$ cat config.mk
export PLATFORM = sky130hd
export DESIGN_NAME = retire_unit
export DESIGN_NICKNAME = d
export VERILOG_FILES = /design/src/rtl/retire_pkg.sv /design/src/rtl/retire_scan.sv /design/src/rtl/retire_arch_state.sv /design/src/rtl/retire_stats.sv /design/src/rtl/retire_unit.sv
export SDC_FILE = /design/constraint.sdc
export NUM_CORES = 1
export LEC_CHECK = 0
export ABC_CLOCK_PERIOD_IN_PS = 24300
export BUFFER_PORTS_ARGS = -buffer_cell sky130_fd_sc_hd__clkbuf_2
export CAP_MARGIN = 20
export CELL_PAD_IN_SITES_DETAIL_PLACEMENT = 1
export CELL_PAD_IN_SITES_GLOBAL_PLACEMENT = 1
export CORE_UTILIZATION = 40
export DETAILED_ROUTE_END_ITERATION = 12
export PLACE_DENSITY = 0.94
export SETUP_SLACK_MARGIN = 0.5
export SYNTH_ARGS = -nofsm -noshare
export SYNTH_HDL_FRONTEND = slang
export SYNTH_SLANG_ARGS = --single-unit
$ cat constraint.sdc
create_clock -name clk -period 24.3 [get_ports clk]
set_clock_uncertainty 0.05 [all_clocks]
set_input_delay 2.43 -clock clk [delete_from_list [all_inputs] [get_ports clk]]
set_output_delay 2.43 -clock clk [all_outputs]
set_load 0.05 [all_outputs]
$ cat src/rtl/retire_pkg.sv
package retire_pkg;
  localparam int DEF_SCAN  = 8;
  localparam int DEF_WIDTH = 4;
  localparam int DEF_SEQW  = 16;
  localparam int DEF_AW    = 32;
  localparam int DEF_BWW   = 16;
  localparam int INST_BYTES = 4;

  typedef struct packed {
    logic nsx;
    logic uncached;
    logic trap;
    logic store_done;
    logic all_gone;
  } scan_evt_t;
endpackage

$ cat src/rtl/retire_scan.sv
module retire_scan
  import retire_pkg::*;
#(
  parameter int SCAN  = DEF_SCAN,
  parameter int WIDTH = DEF_WIDTH,
  parameter int SEQW  = DEF_SEQW,
  localparam int CNTW = $clog2(SCAN + 1)
) (
  input  logic                 blocked,
  input  logic                 stores_pend,
  input  logic [SCAN-1:0]      vld,
  input  logic [SCAN*SEQW-1:0] seq,
  input  logic [SCAN-1:0]      squashed,
  input  logic [SCAN-1:0]      executed,
  input  logic [SCAN-1:0]      serial,
  input  logic [SCAN-1:0]      load,
  input  logic [SCAN-1:0]      store,
  input  logic [SCAN-1:0]      fault,
  output logic [CNTW-1:0]      pop,
  output logic [CNTW-1:0]      cmt,
  output logic [SEQW-1:0]      last_seq,
  output logic [SEQW-1:0]      req_seq,
  output scan_evt_t            evt
);
  localparam logic [CNTW-1:0] CMAX = CNTW'(WIDTH);

  logic [SCAN-1:0] popped;

  always_comb begin
    logic halt;
    halt     = blocked;
    pop      = '0;
    cmt      = '0;
    last_seq = '0;
    req_seq  = '0;
    evt      = '0;
    popped   = '0;
    for (int i = 0; i < SCAN; i++) begin
      if (!halt) begin
        if (!vld[i] || cmt == CMAX) begin
          halt = 1'b1;
        end else if (squashed[i]) begin
          pop       = pop + 1'b1;
          popped[i] = 1'b1;
        end else if (!executed[i]) begin
          if ((serial[i] || load[i]) && cmt == '0 && !stores_pend) begin
            evt.nsx      = 1'b1;
            evt.uncached = !serial[i];
            req_seq      = seq[i*SEQW +: SEQW];
          end
          halt = 1'b1;
        end else if (fault[i]) begin
          if (cmt == '0 && !stores_pend) evt.trap = 1'b1;
          halt = 1'b1;
        end else begin
          pop       = pop + 1'b1;
          cmt       = cmt + 1'b1;
          popped[i] = 1'b1;
          last_seq  = seq[i*SEQW +: SEQW];
          if (store[i]) evt.store_done = 1'b1;
        end
      end
    end
    evt.all_gone = ~|(vld & ~popped);
  end
endmodule

$ cat src/rtl/retire_arch_state.sv
module retire_arch_state
  import retire_pkg::*;
#(
  parameter int SEQW = DEF_SEQW,
  parameter int AW   = DEF_AW,
  parameter int CNTW = 4,
  parameter logic [AW-1:0] RESET_PC = '0
) (
  input  logic            clk,
  input  logic            rst_n,
  input  logic [CNTW-1:0] cmt,
  input  logic [CNTW-1:0] pop,
  input  logic [SEQW-1:0] last_seq,
  input  logic [SEQW-1:0] req_seq,
  input  scan_evt_t       evt,
  input  logic            trap_clr,
  input  logic            stores_pend,
  output logic            nsx_valid,
  output logic [SEQW-1:0] nsx_seq,
  output logic            nsx_uncached,
  output logic            trap_req,
  output logic            trap_pend,
  output logic [SEQW-1:0] done_seq,
  output logic [AW-1:0]   arch_pc,
  output logic [AW-1:0]   arch_npc
);
  localparam logic [AW-1:0] STEP = AW'(INST_BYTES);

  logic [AW-1:0] adv;
  assign adv = AW'(cmt) * STEP;

  always_ff @(posedge clk) begin
    if (!rst_n) begin
      arch_pc  <= RESET_PC;
      arch_npc <= RESET_PC + STEP;
      done_seq <= '0;
    end else if (cmt != '0) begin
      arch_pc  <= arch_npc + adv - STEP;
      arch_npc <= arch_npc + adv;
      done_seq <= last_seq;
    end
  end

  always_ff @(posedge clk) begin
    if (!rst_n) begin
      nsx_valid    <= 1'b0;
      nsx_seq      <= '0;
      nsx_uncached <= 1'b0;
      trap_req     <= 1'b0;
      trap_pend    <= 1'b0;
    end else begin
      nsx_valid <= evt.nsx;
      trap_req  <= evt.trap;
      if (evt.nsx) begin
        nsx_seq      <= req_seq;
        nsx_uncached <= evt.uncached;
      end
      if (trap_clr)      trap_pend <= 1'b0;
      else if (evt.trap) trap_pend <= 1'b1;
    end
  end

  assert_frozen_while_trap_R6: assert property (@(posedge clk) disable iff (!rst_n)
    trap_pend |-> (pop == '0 && !evt.nsx && !evt.trap));
  assert_trap_sets_pending_R5: assert property (@(posedge clk) disable iff (!rst_n)
    trap_req |-> trap_pend);
  assert_request_no_stores_R3: assert property (@(posedge clk) disable iff (!rst_n)
    nsx_valid |-> !$past(stores_pend));
  assert_pc_pair_gap_R7: assert property (@(posedge clk) disable iff (!rst_n)
    $past(cmt) != '0 |-> arch_npc == arch_pc + STEP);
endmodule

$ cat src/rtl/retire_stats.sv
module retire_stats
  import retire_pkg::*;
#(
  parameter int WIDTH = DEF_WIDTH,
  parameter int BWW   = DEF_BWW,
  parameter int CNTW  = 4
) (
  input  logic            clk,
  input  logic            rst_n,
  input  logic [CNTW-1:0] cmt,
  input  logic [CNTW-1:0] pop,
  input  scan_evt_t       evt,
  input  logic            rob_more,
  input  logic            stores_pend,
  output logic            rob_empty_rpt,
  output logic [BWW-1:0]  bw_limit_cnt
);
  localparam logic [CNTW-1:0] CMAX = CNTW'(WIDTH);

  always_ff @(posedge clk) begin
    if (!rst_n) begin
      rob_empty_rpt <= 1'b0;
      bw_limit_cnt  <= '0;
    end else begin
      rob_empty_rpt <= evt.all_gone && !rob_more && !stores_pend && !evt.store_done;
      if (cmt == CMAX) bw_limit_cnt <= bw_limit_cnt + 1'b1;
    end
  end

  assert_commit_within_width_R1: assert property (@(posedge clk) disable iff (!rst_n)
    cmt <= CMAX && pop >= cmt);
  assert_bw_count_step_R10: assert property (@(posedge clk) disable iff (!rst_n)
    cmt == CMAX |=> bw_limit_cnt == $past(bw_limit_cnt) + 1'b1);
  assert_empty_needs_quiet_R9: assert property (@(posedge clk) disable iff (!rst_n)
    (stores_pend || rob_more) |=> !rob_empty_rpt);
endmodule

$ cat src/rtl/retire_unit.sv
module retire_unit
  import retire_pkg::*;
#(
  parameter int SCAN  = DEF_SCAN,
  parameter int WIDTH = DEF_WIDTH,
  parameter int SEQW  = DEF_SEQW,
  parameter int AW    = DEF_AW,
  parameter int BWW   = DEF_BWW,
  parameter logic [AW-1:0] RESET_PC = AW'(32'h0000_1000),
  localparam int CNTW = $clog2(SCAN + 1)
) (
  input  logic                 clk,
  input  logic                 rst_n,
  input  logic [SCAN-1:0]      win_vld,
  input  logic [SCAN*SEQW-1:0] win_seq,
  input  logic [SCAN-1:0]      win_squashed,
  input  logic [SCAN-1:0]      win_executed,
  input  logic [SCAN-1:0]      win_serial,
  input  logic [SCAN-1:0]      win_load,
  input  logic [SCAN-1:0]      win_store,
  input  logic [SCAN-1:0]      win_fault,
  input  logic                 rob_more,
  input  logic                 stores_pend,
  input  logic                 trap_clr,
  output logic [CNTW-1:0]      pop_cnt,
  output logic [CNTW-1:0]      commit_cnt,
  output logic                 nsx_valid,
  output logic [SEQW-1:0]      nsx_seq,
  output logic                 nsx_uncached,
  output logic                 trap_req,
  output logic                 trap_pend,
  output logic [SEQW-1:0]      done_seq,
  output logic [AW-1:0]        arch_pc,
  output logic [AW-1:0]        arch_npc,
  output logic                 rob_empty_rpt,
  output logic [BWW-1:0]       bw_limit_cnt
);
  logic [SEQW-1:0] last_seq, req_seq;
  scan_evt_t       evt;

  retire_scan #(.SCAN(SCAN), .WIDTH(WIDTH), .SEQW(SEQW)) u_scan (
    .blocked(trap_pend), .stores_pend(stores_pend),
    .vld(win_vld), .seq(win_seq), .squashed(win_squashed),
    .executed(win_executed), .serial(win_serial), .load(win_load),
    .store(win_store), .fault(win_fault),
    .pop(pop_cnt), .cmt(commit_cnt), .last_seq(last_seq),
    .req_seq(req_seq), .evt(evt)
  );

  retire_arch_state #(.SEQW(SEQW), .AW(AW), .CNTW(CNTW), .RESET_PC(RESET_PC)) u_arch (
    .clk(clk), .rst_n(rst_n), .cmt(commit_cnt), .pop(pop_cnt),
    .last_seq(last_seq), .req_seq(req_seq), .evt(evt),
    .trap_clr(trap_clr), .stores_pend(stores_pend),
    .nsx_valid(nsx_valid), .nsx_seq(nsx_seq), .nsx_uncached(nsx_uncached),
    .trap_req(trap_req), .trap_pend(trap_pend), .done_seq(done_seq),
    .arch_pc(arch_pc), .arch_npc(arch_npc)
  );

  retire_stats #(.WIDTH(WIDTH), .BWW(BWW), .CNTW(CNTW)) u_stats (
    .clk(clk), .rst_n(rst_n), .cmt(commit_cnt), .pop(pop_cnt), .evt(evt),
    .rob_more(rob_more), .stores_pend(stores_pend),
    .rob_empty_rpt(rob_empty_rpt), .bw_limit_cnt(bw_limit_cnt)
  );
endmodule

Word-level counts from Yosys, hierarchy flattened
Cells that the tools add are included.
{"block": "word_totals", "register_bits": 117, "in_bits": 189, "output_inout_bits": 125, "elab_cells": 420}
{"block": "op_classes", "add_sub_neg": 17, "eq_ne": 8, "mux": 313, "bitwise": 3, "reduce_logical": 69}
{"cell": "2-to-1 mux 16 bit", "count": 80}
{"cell": "2-to-1 mux 4 bit", "count": 101}
{"cell": "2-to-1 mux 1 bit", "count": 108}
{"cell": "adder 4 x 1 -> 4 bit (second input constant)", "count": 14}
{"cell": "2-to-1 mux 2 bit", "count": 24}
{"cell": "adder 32 x 6 -> 32 bit", "count": 1}
{"cell": "== test 4 x 3 -> 1 bit (second input constant)", "count": 8}
{"cell": "subtractor 32 x 3 -> 32 bit (second input constant)", "count": 1}
{"cell": "zero test 4 bit", "count": 7}
{"cell": "logical AND 1 bit", "count": 25}
{"cell": "zero test 1 bit", "count": 19}
{"cell": "adder 16 x 1 -> 16 bit (second input constant)", "count": 1}
{"cell": "logical OR 1 bit", "count": 15}
{"cell": "bitwise AND 8 bit", "count": 1}
{"cell": "NOT 8 bit", "count": 1}
{"cell": "OR reduction 8 bit", "count": 1}
{"cell": "nonzero test 4 bit", "count": 1}
{"cell": "OR reduction 2 bit", "count": 1}
{"cell": "NOT 1 bit", "count": 1}

Longest topological paths before layout
Gate-level depths: netlist of the first run.
{"block": "depth", "word_depth": 52, "ltp_mapped": 57, "ltp_nobuf": 50}

Hierarchy
Synthesis of the first run repeated with hierarchy kept, for this count alone.
{"block": "unflattened", "cells_unflattened": 1380, "hier_area_um2": 10178.5}
{"module": "retire_arch_state", "n_inst": 1, "cells_each": 625, "area_per_inst_um2": 5081.1, "seq_area_each_um2": 1921.8}
{"module": "retire_scan", "n_inst": 1, "cells_each": 667, "area_per_inst_um2": 4299.1, "seq_area_each_um2": 0.0}
{"module": "retire_stats", "n_inst": 1, "cells_each": 88, "area_per_inst_um2": 798.3, "seq_area_each_um2": 340.3}

Worst setup path after synthesis of the first run
No wires, ideal clock.
{"block": "synth_timing", "kind": "input to register", "startpoint": "input win_squashed[0]", "endpoint": "register u_arch.arch_pc[31]", "setup_ns": 0.070, "arrival_time_ns": 15.200, "required_ns": 24.180, "slack_ns": 8.979, "stages": 55, "n_path_buf": 8, "cell_sequence": "buf_6 > or3b_1 > nor2_1 > clkbuf_1 > ha_1 > nand4b_1 > o21a_1 > nor2_1 > ha_1 > mux2i_1 > nor2_1 > inv_1 > ha_1 > buf_4 > a21oi_1 > mux2_2 > inv_1 > ha_1 > (+19 left out) > clkbuf_1 > o21ai_0 > fa_1 > a21o_1 > a21oi_1 > nor4_1 > and4_1 > clkbuf_1 > and3_1 > o211ai_1 > a21oi_1 > and2_1 > nand2_1 > or2_2 > nor3b_1 > xnor2_1 > nand2_1 > a21oi_1"}
{"block": "synth_between", "elab_chain_len": 47, "elab_cells_between_ends": 77, "classes_between": "add/sub (9); eq/ne (7); mux (53); reduce/logical (8)"}
{"item": "start: declaration", "line": "retire_unit.sv:16", "source": "input logic [SCAN-1:0] win_squashed,"}
{"item": "2-to-1 mux 4 bit", "line": "retire_scan.sv:42", "source": "end else if (squashed[i]) begin"}
{"item": "2-to-1 mux 4 bit", "line": "retire_scan.sv:40", "source": "if (!vld[i] || cmt == CMAX) begin"}
{"item": "2-to-1 mux 4 bit", "line": "retire_scan.sv:39", "source": "if (!halt) begin"}
{"item": "adder 4 x 1 -> 4 bit", "line": "retire_scan.sv:57", "source": "cmt = cmt + 1'b1;"}
{"item": "2-to-1 mux 4 bit", "line": "retire_scan.sv:52", "source": "end else if (fault[i]) begin"}
{"item": "2-to-1 mux 4 bit", "line": "retire_scan.sv:45", "source": "end else if (!executed[i]) begin"}
{"item": "2-to-1 mux 4 bit", "line": "retire_scan.sv:42"}
{"item": "2-to-1 mux 4 bit", "line": "retire_scan.sv:40"}
{"item": "(+32 left out)"}
{"item": "2-to-1 mux 4 bit", "line": "retire_scan.sv:52"}
{"item": "2-to-1 mux 4 bit", "line": "retire_scan.sv:45"}
{"item": "2-to-1 mux 4 bit", "line": "retire_scan.sv:42"}
{"item": "2-to-1 mux 4 bit", "line": "retire_scan.sv:40"}
{"item": "2-to-1 mux 4 bit (*)", "line": "retire_scan.sv:39"}
{"item": "via commit_cnt[1]", "line": "retire_unit.sv:26", "source": "output logic [CNTW-1:0] commit_cnt,"}
{"item": "adder 32 x 6 -> 32 bit", "line": "retire_arch_state.sv:38", "source": "arch_pc <= arch_npc + adv - STEP;"}
{"item": "subtractor 32 x 3 -> 32 bit", "line": "retire_arch_state.sv:38"}
{"item": "end signal: assignment", "line": "retire_arch_state.sv:38"}
{"item": "end: declaration", "line": "retire_arch_state.sv:24", "source": "output logic [AW-1:0] arch_pc,"}
Mark *: on every way through the listed nets, which the timed path passes. The rest lies on a longest branch.
A chain may end at the register's enable or synchronous reset.

Worst setup path after layout of the first run
{"block": "layout_timing", "startpoint": "input win_squashed[0]", "endpoint": "register u_arch.arch_pc[31]"}
{"block": "layout_between", "elab_chain_len": 47, "elab_cells_between_ends": 77, "classes_between": "add/sub (9); eq/ne (7); mux (53); reduce/logical (8)"}
{"item": "2-to-1 mux 4 bit", "line": "retire_scan.sv:42"}
{"item": "2-to-1 mux 4 bit", "line": "retire_scan.sv:40"}
{"item": "2-to-1 mux 4 bit", "line": "retire_scan.sv:39"}
{"item": "adder 4 x 1 -> 4 bit", "line": "retire_scan.sv:57"}
{"item": "2-to-1 mux 4 bit", "line": "retire_scan.sv:52"}
{"item": "2-to-1 mux 4 bit", "line": "retire_scan.sv:45"}
{"item": "2-to-1 mux 4 bit", "line": "retire_scan.sv:42"}
{"item": "2-to-1 mux 4 bit", "line": "retire_scan.sv:40"}
{"item": "(+31 left out)"}
{"item": "adder 4 x 1 -> 4 bit", "line": "retire_scan.sv:57"}
{"item": "2-to-1 mux 4 bit", "line": "retire_scan.sv:52"}
{"item": "2-to-1 mux 4 bit", "line": "retire_scan.sv:45"}
{"item": "2-to-1 mux 4 bit", "line": "retire_scan.sv:42"}
{"item": "2-to-1 mux 4 bit", "line": "retire_scan.sv:40"}
{"item": "2-to-1 mux 4 bit (*)", "line": "retire_scan.sv:39"}
{"item": "adder 32 x 6 -> 32 bit", "line": "retire_arch_state.sv:38"}
{"item": "subtractor 32 x 3 -> 32 bit", "line": "retire_arch_state.sv:38"}
Every way passes the cells marked *; elsewhere a longest branch is shown, timed or not.

==> results of run 1 <==
kinds of logic after synthesis:
logic type / after synthesis / share of synthesized area, %
AO/OA/AOI/OAI: 424 / 26.77
buffers and inverters: 160 / 6.336
multiplexers: 43 / 4.142
XOR/XNOR: 74 / 6.112
other: 1 / 0.03536
AND/OR/NAND/NOR: 682 / 31.89
adder cells (fa/ha/maj): 28 / 3.375
flip-flops: 113 / 21.33
placed cells by master, fill, tap and decap left out, drive strengths merged, types with 9 or more instances in the layout:
cell	synthesis	routed
clkbuf	67	327
nand2	224	224
nor2	150	150
a21oi	127	127
dfxtp	113	113
o21ai	88	88
inv	65	71
nand3	64	64
xnor2	59	59
a211oi	44	44
nor3	43	43
mux2i	36	36
or3	32	32
ha	27	27
nand4	24	24
nor4	23	23
a221oi	22	22
buf	25	19
and3	18	18
a22oi	18	18
a311oi	16	16
xor2	15	15
and2	13	13
o21a	13	13
o211ai	11	11
or4	11	11
nor2b	10	10
or2	10	10
nand2b	9	9
a31oi	9	9
critical path: cells and delay by family:
| kind | cells | cell delay, ns |
|---|---|---|
| AOI/OAI and AO/OA | 11 | 3.53 |
| and+or+nand+nor | 12 | 3.40 |
| adders and majority gates | 9 | 2.93 |
| buffers and inverters | 9 | 1.71 |
| muxes | 4 | 1.20 |
| xor gates and xnor gates | 4 | 1.12 |
layout make-up:
| cell class | count | area, um2 |
|---|---|---|
| inverters | 67 | 252.7 |
| diodes | 1 | 2.502 |
| repair buffers | 328 | 1687 |
| well taps | 335 | 419.2 |
| clock buffers | 18 | 439.2 |
| multi-input cells | 1255 | 7794 |
| fillers | 3472 | 13080 |
| clock inverters | 14 | 127.6 |
| flip-flops and latches | 113 | 2262 |
state kept, by name (all words and copies together) (netlist names):
register / flops
u_arch.trap_pend: 1
u_arch.arch_npc: 30
u_arch.arch_pc: 30
u_stats.bw_limit_cnt: 16
u_arch.done_seq: 16
u_arch.trap_req: 1
u_arch.nsx_uncached: 1
u_arch.nsx_valid: 1
u_stats.rob_empty_rpt: 1
u_arch.nsx_seq: 16
layer usage:
metal  GRT usage, %  share of wire [%]  routed length (um)  up-vias
li1               -                  -                   -     6076
met1          43.10                 43               20220     6370
met2          57.49                 47               22040      487
met3          6.730                6.5                3084      118
met4          15.93                4.1                1936        0
met5              0                  0                   0        -
path summary, 6_finish.rpt:
check	cells past startpoint	end
worst min register to register	2	u_arch.arch_pc[13]
worst min-delay path	2	u_arch.arch_pc[13]
worst max register to register	46	u_arch.arch_pc[31]
worst max-delay path	49	u_arch.arch_pc[31]
metrics by stage:
stage          instances  utilization, %  total power [mW]  instance area (um2)  hold WS [ns]
2_1_floorplan       1528               -            0.2409                10620        0.6174
3_3_place_gp        2097           47.62            0.2766                12410        0.3931
3_5_place_dp        2097           47.62            0.2780                12410        0.3980
4_1_cts             2129           49.80            0.5255                12980        0.4068
5_1_grt             2131           49.82            0.5397                12980        0.4201
6_report            2131           49.82            0.5239                12980        0.4028
power groups by stage:
stage / sequential (mW) / clock (mW) / combinational [mW]
floorplan: 0.203 / 0 / 0.0378
CTS: 0.190 / 0.251 / 0.0844
finish: 0.190 / 0.248 / 0.0858
global route: 0.190 / 0.257 / 0.0918
detailed placement: 0.194 / 0 / 0.0838
global placement: 0.194 / 0 / 0.0826
==> impl_metrics.env, run 1 <==
export IMPL_status="complete, no violations"
export IMPL_dr_pass1_iters=6
export IMPL_async_flop_share_pct=0
export IMPL_cp_required_ns=24.61
export IMPL_p_int_uw=360.5
export IMPL_track_usage_pct=34.67
export IMPL_r2r_start="u_arch.trap_pend"
export IMPL_vdd_ir_drop_worst_mv=0.04277
export IMPL_ctsResizeCount=0
export IMPL_slew_headroom_pct=34.61
export IMPL_leakage_nw=5.473
export IMPL_synth_cell_types=99
export IMPL_fin_nets=1999
export IMPL_p_sw_uw=163.4
export IMPL_core_um2=26060
export IMPL_power_density_nw_per_um2=40.35
export IMPL_grt_overflow_total=0
export IMPL_port_buffers=309
export IMPL_yosysWarningCount=0
export IMPL_cp_end_kind="flop"
export IMPL_synth_largest_area_cell="dfxtp_1"
export IMPL_drive_gt1_share_pct=23.18
export IMPL_max_freq_mhz=62.24
export IMPL_yosys_area_top_type_share_pct=21.33
export IMPL_first_global_vias=13203
export IMPL_synthCells=1525
export IMPL_crit_top_cell="ha_1"
export IMPL_power_share_sequential_pct=36.3
export IMPL_p_sw_share_pct=31.19
export IMPL_worstSetupStartpointType="primary input"
export IMPL_numCtsBuffers=17
export IMPL_hold_viol_final=0
export IMPL_rsz0062_at_grt="false"
export IMPL_slew_viol_final=0
export IMPL_place_congestion=0.9774
export IMPL_wire_per_inst_um=22.19
export IMPL_synth_cells_most_frequent="224 x nand2_1, 149 x nor2_1, 124 x a21oi_1"
export IMPL_hold_class="reg2reg"
export IMPL_cts_hold_fix_buffers=0
export IMPL_fin_ws_ns=8.234
export IMPL_dr_total_vias=13051
export IMPL_area_delta_synth_final_pct=22.44
export IMPL_cts_root_buf="clkbuf_16"
export IMPL_die_w_um=164.8
export IMPL_tightest_slew_ns=0.9776
export IMPL_crit_slowest_cell="a31oi_4"
export IMPL_critPathMaxStageDelay_ns=0.83
export IMPL_clock_sinks=113
export IMPL_totalWireLength_um=47280
export IMPL_grt_max_degree=77
export IMPL_via_per_inst=6.124
export IMPL_clk_pin_slew_ns=0.06
export IMPL_fin_crit_ns=16.07
export IMPL_h_tree_depth=4
export IMPL_period_share_pct=66.12
export IMPL_rows=59
export IMPL_p_comb_share_pct=16.4
export IMPL_dieArea_um2=27170
export IMPL_place_hpwl_um=36340
export IMPL_cap_violations=0
export IMPL_crit_fanout=38
export IMPL_synth_most_common_cell="nand2_1"
export IMPL_clkPwrFrac_pct=47.3
export IMPL_netlist_area_um2=10600
export IMPL_finalSetupViolCount=0
export IMPL_die_h_um=164.8
export IMPL_yosys_register_bits=113
export IMPL_synth_avg_cell_area_um2=6.953
export IMPL_final_antenna_net_count=0
export IMPL_grt_antenna_before_repair=1
export IMPL_rrSetupSlack_ns=10.17
export IMPL_dr_first_iter_drc_count=850
export IMPL_clk_latency_ns=0.44
export IMPL_grt_pass1_wl_um=73060
export IMPL_ys_seq_area_share_pct=21.33
export IMPL_io_pins=314
export IMPL_ys_flop_type="dfxtp_1"
export IMPL_crit_start="win_squashed[0]"
export IMPL_dp_slack_ns=8.127
export IMPL_setup_tns_ns=0
export IMPL_arrival_ns=16.37
export IMPL_path_class="in2reg"
export IMPL_synth_edf_count=0
export IMPL_synth_area_top_cells="dfxtp_1 21%, nand2_1 7.9%, a21oi_1 5.9%"
export IMPL_initial_core_util_pct=40.69
export IMPL_post_cts_buffers=0
export IMPL_post_route_drc_count=0
export IMPL_cts_max_path_buffers=2
export IMPL_cts_tree="built"
export IMPL_hold_start="u_arch.arch_pc[13]"
No activity file was read; power rests on OpenSTA's default activity.
==> inputs of run 2 (changes only) <==
--- a/config.mk
+++ b/config.mk
@@ -5,14 +5,15 @@
 export SDC_FILE = /design/constraint.sdc
 export NUM_CORES = 1
 export LEC_CHECK = 0
-export ABC_CLOCK_PERIOD_IN_PS = 24300
+export ABC_AREA = 1
+export ABC_CLOCK_PERIOD_IN_PS = 13400
 export BUFFER_PORTS_ARGS = -buffer_cell sky130_fd_sc_hd__clkbuf_2
 export CAP_MARGIN = 20
 export CELL_PAD_IN_SITES_DETAIL_PLACEMENT = 1
 export CELL_PAD_IN_SITES_GLOBAL_PLACEMENT = 1
-export CORE_UTILIZATION = 40
+export CORE_UTILIZATION = 32
 export DETAILED_ROUTE_END_ITERATION = 12
-export PLACE_DENSITY = 0.94
+export PLACE_DENSITY = 0.85
 export SETUP_SLACK_MARGIN = 0.5
 export SYNTH_ARGS = -nofsm -noshare
 export SYNTH_HDL_FRONTEND = slang
==> constraint.sdc (replaced) <==
create_clock -name clk -period 13.4 [get_ports clk]
set_clock_uncertainty 0.05 [all_clocks]
set_input_delay 1.34 -clock clk [delete_from_list [all_inputs] [get_ports clk]]
set_output_delay 1.34 -clock clk [all_outputs]
set_load 0.05 [all_outputs]
==> run 2 against run 1 <==
  * Critical path depth increased by 32
  * Critical path type unchanged
  * Synthesized cell count increased by 10%
  * Clock-buffer cell count rose by 5
  * Hold slack improved by 0.0097 ns
==> impl_metrics.env, run 2 <==
export IMPL_drive_gt1_share_pct=21.92
export IMPL_fin_crit_ns=11.84
export IMPL_fin_nets=2175
export IMPL_holdPathEnd="u_arch.nsx_seq[8]"
export IMPL_io_pins=314
export IMPL_netlist_area_um2=10190
export IMPL_initial_core_util_pct=32.88
export IMPL_place_congestion=0.9419
export IMPL_slew_viol_final=0
export IMPL_fillers=4246
export IMPL_cp_required_ns=13.67
export IMPL_critPathMaxStageDelay_ns=0.33
export IMPL_grt_pass1_wl_um=71270
export IMPL_p_total_uw=978.1
export IMPL_place_hpwl_um=35650
export IMPL_track_usage_pct=27.50
export IMPL_grt_max_degree=62
export IMPL_final_cell_mix="403 x nand2_1, 309 x clkbuf_2, 214 x nor2_1"
export IMPL_crit_top_cell="nand2_1"
export IMPL_cp_end_kind="flop"
export IMPL_tightest_slew_ns=0.9151
export IMPL_synth_avg_cell_area_um2=6.050
export IMPL_rows=64
export IMPL_dieArea_um2=32560
export IMPL_dr_first_iter_drc_count=746
export IMPL_port_buffers=309
export IMPL_vdd_ir_drop_worst_mv=0.08656
export IMPL_post_route_drc_count=0
export IMPL_totalWireLength_um=44630
export IMPL_synth_cell_types=54
export IMPL_period_share_pct=88.36
export IMPL_power_density_nw_per_um2=77.47
export IMPL_synth_most_common_cell="nand2_1"
export IMPL_ys_seq_area_share_pct=22.20
export IMPL_hold_path_depth=2
export IMPL_hold_viol_final=0
export IMPL_fin_ws_ns=1.560
export IMPL_leakage_nw=6.025
export IMPL_wire_per_inst_um=18.85
export IMPL_dr_pass1_iters=5
export IMPL_die_h_um=180.4
export IMPL_hold_class="reg2reg"
export IMPL_cts_hold_fix_buffers=0
export IMPL_worstSetupStartpointType="primary input"
export IMPL_rsz0062_at_grt="false"
export IMPL_h_tree_depth=4
export IMPL_layout_commonest_cell="nand2_1"
export IMPL_synthCells=1684
export IMPL_crit_slowest_cell="ha_1"
export IMPL_rrSetupSlack_ns=2.16
export IMPL_synth_area_top_cells="dfxtp_1 22%, nand2_1 15%, nor2_1 7.9%"
export IMPL_first_global_vias=13056
export IMPL_cap_violations=0
export IMPL_area_delta_synth_final_pct=23.91
export IMPL_clk_pin_slew_ns=0.06
export IMPL_via_per_inst=5.345
export IMPL_async_flop_share_pct=0
export IMPL_dr_total_vias=12656
export IMPL_die_w_um=180.4
export IMPL_yosys_register_bits=113
export IMPL_cts_root_buf="clkbuf_16"
export IMPL_synth_cells_most_frequent="403 x nand2_1, 215 x nor2_1, 207 x inv_1"
export IMPL_yosys_area_top_type_share_pct=22.20
export IMPL_dp_slack_ns=0.5555
export IMPL_crit_fanout=29
export IMPL_finalSetupViolCount=0
export IMPL_synth_edf_count=0
export IMPL_dp_cells=2334
export IMPL_setup_tns_ns=0
export IMPL_instances_no_fill=2368
export IMPL_path_class="in2reg"
export IMPL_yosysWarningCount=0
export IMPL_r2r_start="u_arch.trap_pend"
export IMPL_top_regs="u_arch.arch_npc: 30 flops, u_arch.arch_pc: 30 flops"
export IMPL_grt_antenna_before_repair=3
export IMPL_r2r_end="u_arch.arch_pc[31]"
export IMPL_hold_start="u_arch.nsx_seq[8]"
export IMPL_max_freq_mhz=84.46
export IMPL_clk_latency_ns=0.43
export IMPL_core_um2=30990
export IMPL_cts_tree="built"
export IMPL_status="complete, no violations"
export IMPL_grt_overflow_total=0
export IMPL_numCtsBuffers=17
export IMPL_final_antenna_net_count=0
export IMPL_ys_flop_type="dfxtp_1"
export IMPL_cts_max_path_buffers=2
export IMPL_slew_headroom_pct=38.53
export IMPL_clock_sinks=113
export IMPL_arrival_ns=12.11
export IMPL_synth_largest_area_cell="dfxtp_1"
export IMPL_r2r_worst_path_cells=80
run 2: changes by cell type in the layout (fill, tap and decap cells not counted), moves of 48 or more:
| cell | delta |
|---|---|
| a21oi_1 | -50 |
| nor2_1 | +65 |
| xnor2_1 | -52 |
| inv_1 | +142 |
| nand2_1 | +179 |
| o211ai_1 | +85 |
| nand3_1 | +48 |
run 2: area by class of cell:
| cell class | count | area, um2 | share of cell area (%) |
|---|---|---|---|
| Clock inverter | 9 | 106.4 | 0.8424 |
| Timing Repair Buffer | 326 | 1682 | 13.32 |
| Antenna cell | 1 | 2.502 | 0.01982 |
| Sequential cell | 113 | 2262 | 17.92 |
| Clock buffer | 23 | 457.9 | 3.627 |
| Multi-Input combinational cell | 1276 | 6773 | 53.65 |
| Tap cell | 396 | 495.5 | 3.925 |
| Inverter | 224 | 845.8 | 6.700 |
run 2: repair_timing:
item,4_1_cts,5_1_grt
endpoints found under the setup margin,0,10
resized for setup,0,11
buffers inserted,0,1
run 2: cells by family after synthesis:
logic type / after synthesis / share of synthesized area, %
buffers and inverters: 298 / 12.01
xor gates and xnor gates: 47 / 4.114
AOI/OAI and AO/OA: 297 / 18.20
muxes: 9 / 0.8842
adders and majority gates: 28 / 3.512
other: 1 / 0.03681
DFF: 113 / 22.20
and+or+nand+nor: 891 / 39.04
run 2: per-layer routing:
layer	share of wire (%)	up-vias	routed length (um)	track usage, %
li1	-	6137	-	-
met1	42	6009	18780	32.73
met2	49	426	21860	48.82
met3	5.8	80	2599	5.174
met4	3.0	4	1357	10.15
met5	0.063	-	28	0
run 2: how the worst max path moves through the flow:
stage	start	to	slack [ns]
CTS	win_fault[0]	u_arch.arch_pc[31]	0.88
floorplan	win_fault[0]	u_arch.arch_pc[31]	1.83
detailed placement	win_fault[0]	u_arch.arch_pc[31]	0.56
global placement	win_fault[0]	u_arch.arch_pc[31]	1.24
finish	win_fault[0]	u_arch.arch_pc[31]	1.56
global route	win_fault[0]	u_arch.arch_pc[31]	0.53
run 2: critical path, delay by kind of cell:
kind	cells	cell delay (ns)
and+or+nand+nor	48	5.81
adders and majority gates	8	2.01
AOI/OAI and AO/OA	3	0.33
xor gates and xnor gates	3	0.55
buffers and inverters	19	2.03
run 2: where the power goes:
group          leakage [nW]  internal, mW  switching, mW
clock network         0.268         0.277          0.166
logic                  4.84        0.0557          0.128
registers             0.914         0.345        0.00601
total                  6.03         0.678          0.300
run 2: metrics by stage:
stage	cell area [um2]	hold slack, ns	utilization, %
floorplan	10200	0.6303	-
global placement	12000	0.4001	38.71
detailed placement	12000	0.4059	38.71
CTS	12560	0.4146	40.53
global route	12620	0.4314	40.74
finish	12620	0.4124	40.74
==> inputs of run 3 (changes only) <==
--- a/config.mk
+++ b/config.mk
@@ -7,13 +7,14 @@
 export LEC_CHECK = 0
 export ABC_AREA = 1
 export ABC_CLOCK_PERIOD_IN_PS = 13400
-export BUFFER_PORTS_ARGS = -buffer_cell sky130_fd_sc_hd__clkbuf_2
 export CAP_MARGIN = 20
 export CELL_PAD_IN_SITES_DETAIL_PLACEMENT = 1
 export CELL_PAD_IN_SITES_GLOBAL_PLACEMENT = 1
-export CORE_UTILIZATION = 32
+export CORE_UTILIZATION = 40
 export DETAILED_ROUTE_END_ITERATION = 12
+export DONT_BUFFER_PORTS = 1
 export PLACE_DENSITY = 0.85
+export REMOVE_ABC_BUFFERS = 1
 export SETUP_SLACK_MARGIN = 0.5
 export SYNTH_ARGS = -nofsm -noshare
 export SYNTH_HDL_FRONTEND = slang
==> run 3 against run 2 <==
  * Via count is 9.7% lower
  * Critical path depth fell by 7
  * Hold slack improved by 0.26 ns
  * Combinational power is 46% lower
  * Fmax is 0.41% higher
  * Register-to-register slack worse by 0.46 ns
  * Clock power increased by 6.5%
==> impl_metrics.env, run 3 (synthesis gave the netlist of run 2 again) <==
export IMPL_cts_tree="built"
export IMPL_port_buffers=0
export IMPL_p_sw_share_pct=32.67
export IMPL_fin_ws_ns=1.608
export IMPL_cap_violations=0
export IMPL_clk_pin_slew_ns=0.07
export IMPL_grt_overflow_total=0
export IMPL_final_antenna_net_count=0
export IMPL_setup_tns_ns=0
export IMPL_fin_nets=1868
export IMPL_cts_root_buf="clkbuf_16"
export IMPL_period_share_pct=88.00
export IMPL_r2r_start="u_arch.trap_pend"
export IMPL_rows=58
export IMPL_dieArea_um2=26110
export IMPL_initial_core_util_pct=40.58
export IMPL_crit_top_cell="nand2_1"
export IMPL_clock_sinks=113
export IMPL_drive_gt1_share_pct=7.873
export IMPL_slew_headroom_pct=13.76
export IMPL_grt_max_degree=87
export IMPL_finalSetupViolCount=0
export IMPL_tightest_slew_ns=1.284
export IMPL_fillers=3473
export IMPL_worstSetupStartpointType="primary input"
export IMPL_rrSetupSlack_ns=1.70
export IMPL_power_density_nw_per_um2=86.11
export IMPL_layout_commonest_cell="nand2_1"
export IMPL_dr_first_iter_drc_count=531
export IMPL_hold_class="reg2reg"
export IMPL_track_usage_pct=30.31
export IMPL_area_delta_synth_final_pct=8.499
export IMPL_leakage_nw=4.719
export IMPL_holdPathEnd="u_arch.arch_pc[15]"
export IMPL_grt_antenna_before_repair=3
export IMPL_dp_cells=1959
export IMPL_crit_slowest_cell="ha_1"
export IMPL_cp_end_kind="flop"
export IMPL_die_h_um=161.6
export IMPL_dr_total_vias=11423
export IMPL_top_regs="u_arch.arch_npc: 30 flops, u_arch.arch_pc: 30 flops"
export IMPL_path_class="in2reg"
export IMPL_max_freq_mhz=84.80
export IMPL_seqCellArea_um2=2262
export IMPL_instances_no_fill=1997
export IMPL_dp_slack_ns=0.3298
export IMPL_arrival_ns=12.06
export IMPL_r2r_worst_path_cells=75
export IMPL_io_pins=314
export IMPL_wire_per_inst_um=20.36
export IMPL_fin_util_pct=44.03
export IMPL_post_route_drc_count=0
export IMPL_numCtsBuffers=17
export IMPL_place_congestion=0.9595
export IMPL_die_w_um=161.6
export IMPL_clkPwrFrac_pct=49.6
export IMPL_core_um2=25110
export IMPL_place_hpwl_um=31030
export IMPL_rsz0062_at_grt="false"
export IMPL_hold_path_depth=2
export IMPL_hold_start="u_arch.arch_pc[15]"
export IMPL_multi_input_area_um2=6784
export IMPL_clk_latency_ns=0.42
export IMPL_first_global_vias=11723
export IMPL_h_tree_depth=4
export IMPL_totalWireLength_um=40670
export IMPL_p_sw_uw=311.0
export IMPL_via_per_inst=5.720
export IMPL_grt_pass1_wl_um=62560
export IMPL_final_cell_mix="402 x nand2_1, 215 x nor2_1, 207 x inv_1"
export IMPL_dr_pass1_iters=5
export IMPL_fin_crit_ns=11.79
export IMPL_vdd_ir_drop_worst_mv=0.05394
export IMPL_r2r_end="u_arch.arch_pc[31]"
export IMPL_p_int_uw=640.9
export IMPL_cp_required_ns=13.67
export IMPL_p_comb_share_pct=10.4
export IMPL_cts_max_path_buffers=2
export IMPL_power_share_sequential_pct=40.0
export IMPL_crit_start="win_vld[0]"
export IMPL_crit_fanout=19
export IMPL_critPathMaxStageDelay_ns=0.34
export IMPL_slew_viol_final=0
export IMPL_status="complete, no violations"
export IMPL_hold_viol_final=0
run 3: cell count changes in the layout (fill, tap and decap cells not counted), sizes merged:
cell and change:
clkbuf -315, diode +2, nand3 +1, clkinv -3
buf +1, bufinv -1, inv +10
run 3: worst max path at each step:
stage / endpoint / slack [ns]
2_1_floorplan: u_arch.arch_pc[31] / 0.01
3_3_place_gp: u_arch.arch_pc[31] / 0.97
3_5_place_dp: u_arch.arch_pc[31] / 0.33
4_1_cts: u_arch.arch_pc[31] / 0.57
5_1_grt: u_arch.arch_pc[31] / 0.45
6_report: u_arch.arch_pc[31] / 1.61
run 3: worst max-delay path, delay by kind of cell:
family	cells	cell delay [ns]
xor gates and xnor gates	3	0.45
AOI/OAI and AO/OA	2	0.32
and+or+nand+nor	47	6.73
adders and majority gates	8	1.91
buffers and inverters	14	1.31
run 3: power by group through the flow:
stage	Combinational [mW]	Clock, mW	Sequential, mW
final	0.0985	0.472	0.381
after global routing	0.110	0.495	0.382
after global placement	0.0939	0	0.388
after detailed placement	0.0974	0	0.389
after CTS	0.0980	0.480	0.381
after floorplan	0.0757	0	0.386
run 3: timing repair:
| item | 4_1_cts | 5_1_grt |
|---|---|---|
| setup buffers | 0 | 1 |
| hold buffers | 0 | 0 |
| setup endpoints to repair | 0 | 14 |
| gates resized for setup | 0 | 8 |
run 3: final cells by class:
| cell class | instances | area share [%] |
|---|---|---|
| Antenna cell | 3 | 0.06791 |
| Clock buffer | 17 | 3.848 |
| Clock inverter | 15 | 1.460 |
| Inverter | 224 | 7.651 |
| Multi-Input combinational cell | 1277 | 61.37 |
| Sequential cell | 113 | 20.46 |
| Tap cell | 330 | 3.735 |
| Timing Repair Buffer | 18 | 1.404 |
run 3: per-stage QoR:
stage	total power, mW	instance area [um2]	hold slack [ns]
global route	0.9872	11050	0.6816
detailed placement	0.4862	10380	0.6589
floorplan	0.4616	9822	0.6332
CTS	0.9592	10960	0.6685
finish	0.9519	11050	0.6678
global placement	0.4824	10380	0.6539
run 3: routing by layer:
layer,share of wire (%),up-vias,GRT usage (%),routed length (um)
met4,4.7,0,15.69,1896
met1,38,5396,32.16,15370
met5,0,-,0,0
met2,50,399,54.72,20130
li1,-,5527,-,-
met3,8.0,101,8.141,3268
